===== src/rtl/ldo_pkg.sv =====
package ldo_pkg;
  typedef struct packed {
    logic valid;
    logic done;
  } ent_state_t;
endpackage


===== src/rtl/ldo_entry_array.sv =====
module ldo_entry_array
  import ldo_pkg::*;
#(
  parameter int DEPTH = 8,
  parameter int TAG_W = 26,
  parameter int IDX_W = 3
) (
  input  logic                  clk_i,
  input  logic                  rst_ni,
  input  logic                  alloc_we_i,
  input  logic [IDX_W-1:0]      alloc_idx_i,
  input  logic [TAG_W-1:0]      alloc_tag_i,
  input  logic                  cmpl_valid_i,
  input  logic [IDX_W-1:0]      cmpl_idx_i,
  input  logic [DEPTH-1:0]      squash_i,
  input  logic                  retire_i,
  input  logic [IDX_W-1:0]      retire_idx_i,
  output ent_state_t [DEPTH-1:0] state_o,
  output logic [DEPTH-1:0][TAG_W-1:0] tag_o
);

  for (genvar i = 0; i < DEPTH; i++) begin : g_ent
    logic alloc_hit, cmpl_hit, retire_hit;
    assign alloc_hit  = alloc_we_i && (alloc_idx_i == IDX_W'(i));
    assign cmpl_hit   = cmpl_valid_i && (cmpl_idx_i == IDX_W'(i)) &&
                        state_o[i].valid && !squash_i[i];
    assign retire_hit = retire_i && (retire_idx_i == IDX_W'(i));

    always_ff @(posedge clk_i or negedge rst_ni) begin
      if (!rst_ni) begin
        state_o[i] <= '0;
      end else if (alloc_hit) begin
        state_o[i].valid <= 1'b1;
        state_o[i].done  <= 1'b0;
      end else begin
        if (squash_i[i] || retire_hit) state_o[i].valid <= 1'b0;
        if (cmpl_hit)                  state_o[i].done  <= 1'b1;
      end
    end

    always_ff @(posedge clk_i or negedge rst_ni) begin
      if (!rst_ni)        tag_o[i] <= '0;
      else if (alloc_hit) tag_o[i] <= alloc_tag_i;
    end
  end

endmodule


===== src/rtl/ldo_hazard_scan.sv =====
module ldo_hazard_scan
  import ldo_pkg::*;
#(
  parameter int DEPTH = 8,
  parameter int TAG_W = 26,
  parameter int IDX_W = 3
) (
  input  ent_state_t [DEPTH-1:0]        state_i,
  input  logic [DEPTH-1:0][TAG_W-1:0]   tag_i,
  input  logic [IDX_W-1:0]              head_idx_i,
  input  logic                          retire_i,
  input  logic                          snoop_valid_i,
  input  logic [TAG_W-1:0]              snoop_tag_i,
  output logic                          clear_o,
  output logic [IDX_W-1:0]              clear_rel_o,
  output logic [DEPTH-1:0]              squash_o
);

  // age-ordered view: slot k is the k-th oldest position from head
  logic [DEPTH-1:0][IDX_W-1:0] a_idx;
  ent_state_t [DEPTH-1:0]      a_st;
  logic [DEPTH-1:0]            a_hit;
  logic [DEPTH-1:0]            pend_b;
  logic [DEPTH-1:0]            viol;

  for (genvar k = 0; k < DEPTH; k++) begin : g_age
    assign a_idx[k] = head_idx_i + IDX_W'(k);
    assign a_st[k]  = state_i[a_idx[k]];
    assign a_hit[k] = snoop_valid_i && a_st[k].valid && a_st[k].done &&
                      (tag_i[a_idx[k]] == snoop_tag_i);
    if (k == 0) begin : g_first
      assign pend_b[k] = 1'b0;
      assign viol[k]   = a_hit[k] && pend_b[k] && !retire_i;
    end else begin : g_rest
      assign pend_b[k] = pend_b[k-1] || (a_st[k-1].valid && !a_st[k-1].done);
      assign viol[k]   = a_hit[k] && pend_b[k];
    end
  end

  always_comb begin
    clear_rel_o = '0;
    for (int k = DEPTH - 1; k >= 0; k--) begin
      if (viol[k]) clear_rel_o = IDX_W'(k);
    end
  end

  assign clear_o = |viol;

  for (genvar i = 0; i < DEPTH; i++) begin : g_sq
    logic [IDX_W-1:0] rel;
    assign rel         = IDX_W'(i) - head_idx_i;
    assign squash_o[i] = clear_o && (rel >= clear_rel_o);
  end

endmodule


===== src/rtl/ld_order_guard.sv =====
module ld_order_guard
  import ldo_pkg::*;
#(
  parameter int DEPTH      = 8,
  parameter int ADDR_W     = 32,
  parameter int LINE_OFF_W = 6,
  localparam int IDX_W     = $clog2(DEPTH),
  localparam int PTR_W     = IDX_W + 1,
  localparam int TAG_W     = ADDR_W - LINE_OFF_W
) (
  input  logic              clk_i,
  input  logic              rst_ni,
  input  logic              alloc_valid_i,
  input  logic [ADDR_W-1:0] alloc_addr_i,
  output logic              alloc_ready_o,
  output logic [IDX_W-1:0]  alloc_idx_o,
  input  logic              cmpl_valid_i,
  input  logic [IDX_W-1:0]  cmpl_idx_i,
  input  logic              snoop_valid_i,
  input  logic [ADDR_W-1:0] snoop_addr_i,
  output logic              retire_valid_o,
  output logic [IDX_W-1:0]  retire_idx_o,
  output logic              clear_o,
  output logic [IDX_W-1:0]  clear_idx_o
);

  logic [PTR_W-1:0] head_q, tail_q, occ;
  logic [IDX_W-1:0] head_idx, clear_rel;
  logic             full, alloc_fire, retire;
  logic [DEPTH-1:0] squash;
  ent_state_t [DEPTH-1:0]        state;
  logic [DEPTH-1:0][TAG_W-1:0]   tags;
  logic unused_offsets;

  assign unused_offsets = ^{alloc_addr_i[LINE_OFF_W-1:0], snoop_addr_i[LINE_OFF_W-1:0]};

  assign head_idx   = head_q[IDX_W-1:0];
  assign occ        = tail_q - head_q;
  assign full       = (occ == PTR_W'(DEPTH));
  assign retire     = state[head_idx].valid && state[head_idx].done;

  assign alloc_ready_o  = !full && !clear_o;
  assign alloc_fire     = alloc_valid_i && alloc_ready_o;
  assign alloc_idx_o    = tail_q[IDX_W-1:0];
  assign retire_valid_o = retire;
  assign retire_idx_o   = head_idx;
  assign clear_idx_o    = head_idx + clear_rel;

  ldo_entry_array #(.DEPTH(DEPTH), .TAG_W(TAG_W), .IDX_W(IDX_W)) u_array (
    .clk_i        (clk_i),
    .rst_ni       (rst_ni),
    .alloc_we_i   (alloc_fire),
    .alloc_idx_i  (tail_q[IDX_W-1:0]),
    .alloc_tag_i  (alloc_addr_i[ADDR_W-1:LINE_OFF_W]),
    .cmpl_valid_i (cmpl_valid_i),
    .cmpl_idx_i   (cmpl_idx_i),
    .squash_i     (squash),
    .retire_i     (retire),
    .retire_idx_i (head_idx),
    .state_o      (state),
    .tag_o        (tags)
  );

  ldo_hazard_scan #(.DEPTH(DEPTH), .TAG_W(TAG_W), .IDX_W(IDX_W)) u_scan (
    .state_i       (state),
    .tag_i         (tags),
    .head_idx_i    (head_idx),
    .retire_i      (retire),
    .snoop_valid_i (snoop_valid_i),
    .snoop_tag_i   (snoop_addr_i[ADDR_W-1:LINE_OFF_W]),
    .clear_o       (clear_o),
    .clear_rel_o   (clear_rel),
    .squash_o      (squash)
  );

  always_ff @(posedge clk_i or negedge rst_ni) begin
    if (!rst_ni) begin
      head_q <= '0;
      tail_q <= '0;
    end else begin
      if (retire) head_q <= head_q + PTR_W'(1);
      if (clear_o)         tail_q <= head_q + PTR_W'(clear_rel);
      else if (alloc_fire) tail_q <= tail_q + PTR_W'(1);
    end
  end

endmodule


===== config.mk =====
export PLATFORM = sky130hd
export DESIGN_NAME = ld_order_guard
export DESIGN_NICKNAME = d
export VERILOG_FILES = /design/src/rtl/ldo_pkg.sv /design/src/rtl/ldo_entry_array.sv /design/src/rtl/ldo_hazard_scan.sv /design/src/rtl/ld_order_guard.sv
export SDC_FILE = /design/constraint.sdc
export NUM_CORES = 1
export LEC_CHECK = 0
export ABC_AREA = 1
export ABC_CLOCK_PERIOD_IN_PS = 13200
export BUFFER_PORTS_ARGS = -buffer_cell sky130_fd_sc_hd__buf_2
export CAP_MARGIN = 0
export CELL_PAD_IN_SITES_DETAIL_PLACEMENT = 1
export CELL_PAD_IN_SITES_GLOBAL_PLACEMENT = 1
export CORE_AREA = 3 3 165 327
export DETAILED_ROUTE_END_ITERATION = 6
export DIE_AREA = 0 0 168 330
export PLACE_DENSITY_LB_ADDON = 0.08
export SLEW_MARGIN = 20
export SYNTH_ARGS = -nofsm -noshare
export SYNTH_HDL_FRONTEND = slang
export SYNTH_SLANG_ARGS = --single-unit

===== constraint.sdc =====
create_clock -name clk_i -period 13.2 [get_ports clk_i]
set_input_delay 1.32 -clock clk_i [delete_from_list [all_inputs] [get_ports clk_i]]
set_output_delay 1.32 -clock clk_i [all_outputs]
set_load 0.03 [all_outputs]

==> metrics.yaml, run 1 <==
setup_path:
  cp.arrival_ns: 7.23
  crit_required_ns: 11.88
  end_kind: "output pin"
  crit_type: "flop to output pin"
  start_kind: "flop"
  r2r-start: "head_q[0]"
  reg2reg_depth: 20
  r2r_end: "u_array.tag_o[128]"
  r2r_slack_ns: 6.09
  critPathMaxFanout: 56
synthesis:
  ys_seq_elements: 232
  yosysWarnings: 0
  yosysTopAreaCell: "dfrtp_1"
  yosysTopAreaCellShare_pct: 28.3
  syn-cell-area_mm2: 0.0205
  synth_fp_nets: 3568
  synth.top_cells.by_area: "dfrtp_1, nand2_1, nand3_1"
  yosysUniqueCellTypes: 37
  syn_inst: 3458
  synth_area_per_cell_um2: 5.94
  synth-seq-area-share_pct: 28.3
die:
  ioPinCount: 84
  coreArea_mm2: 0.0518
  start_util_pct: 39.6
  die_area_mm2: 0.0554
  die_height_um: 330
  rows: 118
  die_x_um: 168
sta:
  post-route-period-util_pct: 64.8
  hold_viol: 0
  rsz0062_at_grt: "no"
  tightest_slew_ns: 1.05
  tns_ns: 0
  drv_slew: 0
  finalClockSkew_ns: 0.0346
  relSlewSlack_pct: 29.7
  final.min_clock_period_ns: 8.55
  fmax_mhz: 117
  setup_violations: 0
layout:
  layout-drive-gt1-share_pct: 5.47
  nets: 3474
  area_growth_pct: 5.89
  layout_commonest_cell: "nand2_1"
  mostFrequentLayoutCells: "nand2_1, nand3_1, dfrtp_1, nor2_1, buf_2"
cts:
  cts-root-buf: "clkbuf_16"
  cts_buffers: 26
  postCtsResizedCells: 0
  clock_path_buffers: 3
  cts_tree: "done"
  clk_pin_slew_ns: 0.06
  htreeDepth: 1
  hold_buffers: 0
  cts_sinks: 232
  clock_latency_ns: 0.62
  cts_setup_buffers: 0
hold_path:
  whs_path_depth: 2
  min_path_type: "flop to flop"
  hp-start: "u_array.tag_o[13]"
  worstHoldEndpoint: "u_array.tag_o[13]"
flow_run:
  cap_violations: 0
global_routing:
  overflow: 0
  grt_pass1_wl_um: 158000
  grt_max_degree: 147
  antenna_found_initial: 18
  grt_pass1_vias: 25600
  grtUsageTotal_pct: 38.0
detailed_routing:
  drc: 0
  ant_nets: 0
  firstDrtPassIters: 5
  wl_per_cell_um: 26.5
  routed_via_density: 6.13
  drt-total-wl_um: 107000
  drt_iter0_drc: 2106
  vias: 24900
outcome:
  status: "complete, no violations"
place:
  io_buffers: 71
  hpwl_um: 72600
  place_congestion: 0.980
## cells in the mapped netlist
library cell	count
buf_12	1
nor2_4	7
and3_1	1
a21oi_1	13
o21bai_1	8
clkinv_1	14
o21ai_0	13
nand4_1	23
or2_2	1
ha_1	37
o21ai_1	7
nand3b_1	1
nor2_1	92
fa_1	1
buf_4	24
nor4_1	1
xor2_1	55
xnor2_1	5
nand2_1	1546
nand2_2	1
inv_1	68
nor2_2	2
nand4_4	1
dfrtp_1	232
o22ai_1	1
inv_2	9
buf_6	11
nor3_1	4
nand3_1	1078
nor4b_1	2
buf_1	18
clkbuf_1	57
clkbuf_2	13
nand2_4	6
nand3_2	2
buf_2	102
o211a_1	1
## sequential cells by signal, summed over array words and instances, names as in the netlist
register and count:
u_array.tag_o 208, u_array.state_o 16, head_q 4, tail_q 4
## logic make-up (layout without fill, tap and decap cells)
logic type	after synthesis	after routing	share of synthesized area, %
xor+xnor	60	60	2.56
compound gates	43	43	1.18
buf+inv	317	242	7.41
flops	232	232	28.3
fa+ha+maj	38	38	2.35
simple gates	2768	2768	58.2
other cells	0	12	0
## per-stage QoR
step                      hold WS, ns  std cells  setup slack (ns)  area (µm²)  utilization, %
after floorplan                 0.464       3458              7.58       20500               -
after global placement          0.481       3996              5.51       20900            40.2
after detailed placement        0.485       3996              5.40       20900            40.2
after CTS                       0.501       4043              4.75       21700            41.9
after global routing            0.519       4045              4.33       21700            41.9
final                           0.500       4055              4.65       21700            42.0
## worst max-delay path, cell delays in order (launching register included)
cell	delay (ns)
dfrtp_2	0.94
inv_2	0.42
ha_2	0.45
buf_4	0.70
inv_2	0.41
buf_4	0.46
nand3_1	0.18
nand2_1	0.07
xor2_1	0.60
nand2_1	0.11
nor2_1	0.11
nand2_1	0.06
nor2_1	0.13
nand2_1	0.10
nand2_1	0.21
inv_1	0.07
a21oi_1	0.34
inv_1	0.24
fa_1	0.46
xnor2_1	0.24
buf_2	0.25
## routing by layer
metal	up-vias	share of wire, %	wire length [µm]	track usage (%)
met5	-	0.069	74	0
met4	12	9.5	10200	30.0
met3	403	8.0	8550	7.47
met2	1058	47	50100	62.9
met1	12200	36	38500	42.5
li1	11200	-	-	-
## worst max-delay path by stage
stage / from / endpoint / slack, ns / depth (start not counted)
floorplan: head_q[1] / clear_idx_o[2] / 7.58 / 28
global placement: head_q[2] / clear_idx_o[2] / 5.51 / 20
detailed placement: head_q[2] / clear_idx_o[2] / 5.40 / 20
CTS: head_q[2] / clear_idx_o[2] / 4.75 / 20
global route: head_q[0] / clear_idx_o[2] / 4.33 / 23
finish: head_q[2] / clear_idx_o[2] / 4.65 / 20
## final cells by class
| class | count | area [µm²] |
|---|---|---|
| Tap cell | 660 | 826 |
| Fill cell | 7107 | 30100 |
| Clock inverter | 7 | 101 |
| Sequential cell | 232 | 5810 |
| Timing Repair Buffer | 104 | 626 |
| Antenna cell | 12 | 30.0 |
| Multi-Input combinational cell | 2909 | 13200 |
| Clock buffer | 40 | 763 |
| Inverter | 91 | 352 |
Power of run 1 is not shown: default switching activity piles up to over one toggle a cycle in this logic, so the estimate is an artifact.
==> inputs of run 2 (changes only) <==
--- a/config.mk
+++ b/config.mk
@@ -6,7 +6,7 @@
 export NUM_CORES = 1
 export LEC_CHECK = 0
 export ABC_AREA = 1
-export ABC_CLOCK_PERIOD_IN_PS = 13200
+export ABC_CLOCK_PERIOD_IN_PS = 7270
 export BUFFER_PORTS_ARGS = -buffer_cell sky130_fd_sc_hd__buf_2
 export CAP_MARGIN = 0
 export CELL_PAD_IN_SITES_DETAIL_PLACEMENT = 1
==> constraint.sdc (replaced) <==
create_clock -name clk_i -period 7.27 [get_ports clk_i]
set_input_delay 0.727 -clock clk_i [delete_from_list [all_inputs] [get_ports clk_i]]
set_output_delay 0.727 -clock clk_i [all_outputs]
set_load 0.03 [all_outputs]
==> metrics.yaml, run 2 (same netlist as run 1, synthesis figures left out) <==
outcome:
  status: "complete, no violations"
layout:
  mostFrequentLayoutCells: "nand2_1, nand3_1, dfrtp_1, nor2_1, buf_2"
  largest_register_ffs: 208
  multiInputGateArea_mm2: 0.0132
  nFillCells: 7129
  final_util_pct: 42.5
  layout-drive-gt1-share_pct: 5.75
  layout_commonest_cell: "nand2_1"
  regArea_mm2: 0.00581
  nets: 3478
  largest_register: "u_array.tag_o"
  reg_top3: "u_array.tag_o x208, u_array.state_o x16"
  area_growth_pct: 7.25
global_routing:
  grt_pass1_vias: 25700
  grtUsageTotal_pct: 38.2
  overflow: 0
  antenna_found_initial: 18
  grt_max_degree: 153
  grt_pass1_wl_um: 159000
cts:
  clock_latency_ns: 0.62
  postCtsResizedCells: 0
  clock_path_buffers: 3
  cts_setup_buffers: 0
  cts_tree: "done"
  hold_buffers: 0
  cts_sinks: 232
  cts_buffers: 27
  htreeDepth: 1
  clk_pin_slew_ns: 0.07
  cts-root-buf: "clkbuf_16"
setup_path:
  slowest_stage: "inv_4"
  end_kind: "output pin"
  crit_required_ns: 6.54
  cp_common_cell: "nand2_1"
  cp_top_family: "buffers and inverters"
  start_kind: "flop"
  critical-path-max-stage-delay_ns: 0.66
  cp.arrival_ns: 6.06
  critPathMaxFanout: 68
  reg2reg_depth: 18
  crit_buf_inv: 6
  crit_type: "flop to output pin"
  worst-path-stages: 25
sta:
  relSlewSlack_pct: 16.6
  setup_ws_ns: 0.484
  final.min_clock_period_ns: 6.79
  post-route-period-util_pct: 93.3
  fmax_mhz: 147
  tightest_slew_ns: 1.25
  setup_violations: 0
  tns_ns: 0
  drv_slew: 0
  hold_viol: 0
  finalClockSkew_ns: 0.0276
  rsz0062_at_grt: "no"
die:
  die_area_mm2: 0.0554
  coreArea_mm2: 0.0518
  start_util_pct: 39.6
  ioPinCount: 84
  die_x_um: 168
  rows: 118
  die_height_um: 330
place:
  place_ws_ns: 1.18
  hpwl_um: 73000
  io_buffers: 71
  place_congestion: 0.984
detailed_routing:
  wl_per_cell_um: 26.7
  routed_via_density: 6.12
  drc: 0
  vias: 24800
  drt-total-wl_um: 108000
  drt_iter0_drc: 2167
  firstDrtPassIters: 5
  ant_nets: 0
flow_run:
  cap_violations: 0
hold_path:
  min_path_type: "primary input to asynchronous set/reset pin"
[run 2: cell types whose count changed in the layout (fill, tap and decap cells not counted), sizes merged]
cell    change
diode       -1
clkbuf      -7
bufinv      +5
clkinv      +3
buf         +3
inv         +2
[run 2: cell type report]
| class | instances | area share, % |
|---|---|---|
| Antenna cell | 11 | 0.125 |
| Inverter | 91 | 1.60 |
| Clock inverter | 17 | 1.27 |
| Tap cell | 660 | 3.75 |
| Multi-Input combinational cell | 2909 | 60.1 |
| Sequential cell | 232 | 26.4 |
| Timing Repair Buffer | 107 | 3.51 |
| Clock buffer | 33 | 3.26 |
[run 2: path summary, 6_finish.rpt]
check / startpoint / end / slack (ns)
max reg2reg: head_q[1] / u_array.tag_o[49] / 1.37
max: head_q[1] / clear_idx_o[2] / 0.48
min: rst_ni / u_array.tag_o[65] / 0.12
min reg2reg: u_array.tag_o[124] / u_array.tag_o[124] / 0.49
min in group clk_i: alloc_addr_i[16] / u_array.tag_o[36] / 0.43
max in group asynchronous: rst_ni / head_q[1] / 5.60
[run 2: metal layers]
layer / vias up / track usage [%] / routed length, µm
li1: 11200 / - / -
met1: 12100 / 42.1 / 38500
met2: 1068 / 63.4 / 50900
met3: 460 / 7.50 / 8200
met4: 12 / 31.2 / 10700
met5: - / 0 / 80
[run 2: metrics by stage]
step | hold WS, ns | std cells | instance area (µm²)
6_report | 0.120 | 4060 | 22000
4_1_cts | 0.137 | 4049 | 22000
3_3_place_gp | 0.478 | 3999 | 21000
3_5_place_dp | 0.481 | 3999 | 21000
5_1_grt | 0.163 | 4050 | 22000
2_1_floorplan | 0.431 | 3458 | 20500
[run 2: worst register-to-register path, cell delays in order (launching register included)]
cell	delay (ns)
dfrtp_4	0.44
buf_4	0.58
buf_4	0.87
nand3_1	0.29
nand3_1	0.17
nand3_1	0.29
nand4_1	0.33
nor2_1	0.14
nand2_1	0.08
nor2_1	0.05
nand2_1	0.12
nand2_1	0.19
nor2_4	0.18
nand3_2	0.17
nor2_4	0.40
buf_4	0.60
nand2_4	0.58
nand2_1	0.21
nand2_1	0.07
Power of run 2 is left out for the same reason.
==> inputs of run 3 (changes only) <==
--- a/config.mk
+++ b/config.mk
@@ -6,14 +6,14 @@
 export NUM_CORES = 1
 export LEC_CHECK = 0
 export ABC_AREA = 1
-export ABC_CLOCK_PERIOD_IN_PS = 7270
+export ABC_CLOCK_PERIOD_IN_PS = 8600
 export BUFFER_PORTS_ARGS = -buffer_cell sky130_fd_sc_hd__buf_2
 export CAP_MARGIN = 0
 export CELL_PAD_IN_SITES_DETAIL_PLACEMENT = 1
 export CELL_PAD_IN_SITES_GLOBAL_PLACEMENT = 1
-export CORE_AREA = 3 3 165 327
+export CORE_AREA = 3 3 258 209
 export DETAILED_ROUTE_END_ITERATION = 6
-export DIE_AREA = 0 0 168 330
+export DIE_AREA = 0 0 261 212
 export PLACE_DENSITY_LB_ADDON = 0.08
 export SLEW_MARGIN = 20
 export SYNTH_ARGS = -nofsm -noshare
==> constraint.sdc (replaced) <==
create_clock -name clk_i -period 8.6 [get_ports clk_i]
set_input_delay 0.86 -clock clk_i [delete_from_list [all_inputs] [get_ports clk_i]]
set_output_delay 0.86 -clock clk_i [all_outputs]
set_load 0.03 [all_outputs]
==> metrics.yaml, run 3 (same netlist as run 1, synthesis figures left out) <==
outcome:
  status: "complete, no violations"
layout:
  layout_commonest_cell: "nand2_1"
  layout-drive-gt1-share_pct: 5.69
  mostFrequentLayoutCells: "nand2_1, nand3_1, dfrtp_1, nor2_1, buf_2"
  nets: 3478
  largest_register_ffs: 208
  largest_register: "u_array.tag_o"
  area_growth_pct: 6.87
  nFillCells: 6984
  reg_top3: "u_array.tag_o x208, u_array.state_o x16"
detailed_routing:
  vias: 24800
  routed_via_density: 6.08
  drc: 0
  drt-total-wl_um: 105000
  drt_iter0_drc: 2777
  wl_per_cell_um: 25.8
  ant_nets: 0
  firstDrtPassIters: 6
setup_path:
  critPathMaxFanout: 88
  end_kind: "output pin"
  slowest_stage: "buf_4"
  cp-startpoint: "head_q[0]"
  cp_common_cell: "nand2_1"
  crit_buf_inv: 5
  crit_chain: "buf_4, buf_4, buf_4, nand2_1, nand3_1, nand3_1, nand2_1, o21ai_0, nor2_1, nand2_1, nor2_1, nand2_1, o21ai_0, ha_1, inv_1, fa_1, xnor2_1, buf_2"
  crit_required_ns: 7.74
  start_kind: "flop"
  cp_top_family: "buffers and inverters"
  crit_type: "flop to output pin"
  critical-path-max-stage-delay_ns: 0.88
  cp.arrival_ns: 6.86
  r2r-start: "head_q[0]"
sta:
  post-route-period-util_pct: 89.8
  drv_slew: 0
  relSlewSlack_pct: 27.2
  tns_ns: 0
  tightest_slew_ns: 1.09
  finalClockSkew_ns: 0.0226
  fmax_mhz: 130
  final.min_clock_period_ns: 7.72
  hold_viol: 0
  setup_violations: 0
  rsz0062_at_grt: "no"
cts:
  hold_buffers: 0
  clk_pin_slew_ns: 0.07
  cts-root-buf: "clkbuf_16"
  cts_tree: "done"
  clock_latency_ns: 0.61
  clock_path_buffers: 3
  cts_buffers: 30
  htreeDepth: 1
  postCtsResizedCells: 0
  cts_setup_buffers: 0
  cts_sinks: 232
place:
  place_congestion: 0.991
  io_buffers: 71
  hpwl_um: 70200
die:
  start_util_pct: 40.1
  die_height_um: 212
  rows: 74
  die_x_um: 261
  ioPinCount: 84
  coreArea_mm2: 0.0512
  die_area_mm2: 0.0553
flow_run:
  cap_violations: 0
hold_path:
  min_path_type: "primary input to asynchronous set/reset pin"
global_routing:
  grt_pass1_vias: 24000
  antenna_found_initial: 22
  grt_pass1_wl_um: 155000
  grtUsageTotal_pct: 37.3
  grt_max_degree: 112
  overflow: 0
[run 3: cell types whose count changed in the layout (fill, tap and decap cells not counted), sizes merged]
| cell | delta |
|---|---|
| clkbuf | +10 |
| diode | -6 |
| buf | -3 |
| bufinv | -3 |
| inv | -3 |
| clkinv | +1 |
[run 3: metal layers]
metal	GRT usage, %	vias to the layer above	wire length [µm]
met1	53.4	12100	45700
met4	11.8	18	4030
met5	0	-	117
met2	54.8	1219	43600
li1	-	11200	-
met3	9.88	256	11700
[run 3: layout make-up]
| type | instances | area [µm²] | share of cell area [%] |
|---|---|---|---|
| Antenna cell | 5 | 12.5 | 0.0570 |
| Multi-Input combinational cell | 2909 | 13200 | 60.3 |
| Timing Repair Buffer | 104 | 642 | 2.92 |
| Inverter | 91 | 353 | 1.61 |
| Sequential cell | 232 | 5810 | 26.5 |
| Tap cell | 684 | 856 | 3.90 |
| Clock buffer | 43 | 871 | 3.97 |
| Clock inverter | 12 | 169 | 0.770 |
[run 3: worst paths after layout]
path / depth (start not counted) / end / slack [ns]
setup / recovery: 18 / clear_idx_o[2] / 0.88
max in group asynchronous: 2 / head_q[1] / 6.82
hold reg to reg: 2 / u_array.tag_o[203] / 0.50
min in group clk_i: 2 / u_array.tag_o[203] / 0.50
hold / removal: 1 / tail_q[0] / 0.27
setup reg to reg: 28 / u_array.state_o[8] / 2.13
[run 3: through the flow]
step,area (µm²),std cells,hold WS [ns],setup WS [ns],util (%)
6_report,21900,4080,0.272,0.879,42.9
5_1_grt,21900,4076,0.326,0.583,42.8
4_1_cts,21900,4075,0.307,1.00,42.8
3_5_place_dp,20900,4020,0.487,1.68,40.8
3_3_place_gp,20900,4020,0.482,1.86,40.8
2_1_floorplan,20500,3458,0.464,3.44,-
Power of run 3 is left out for the same reason.
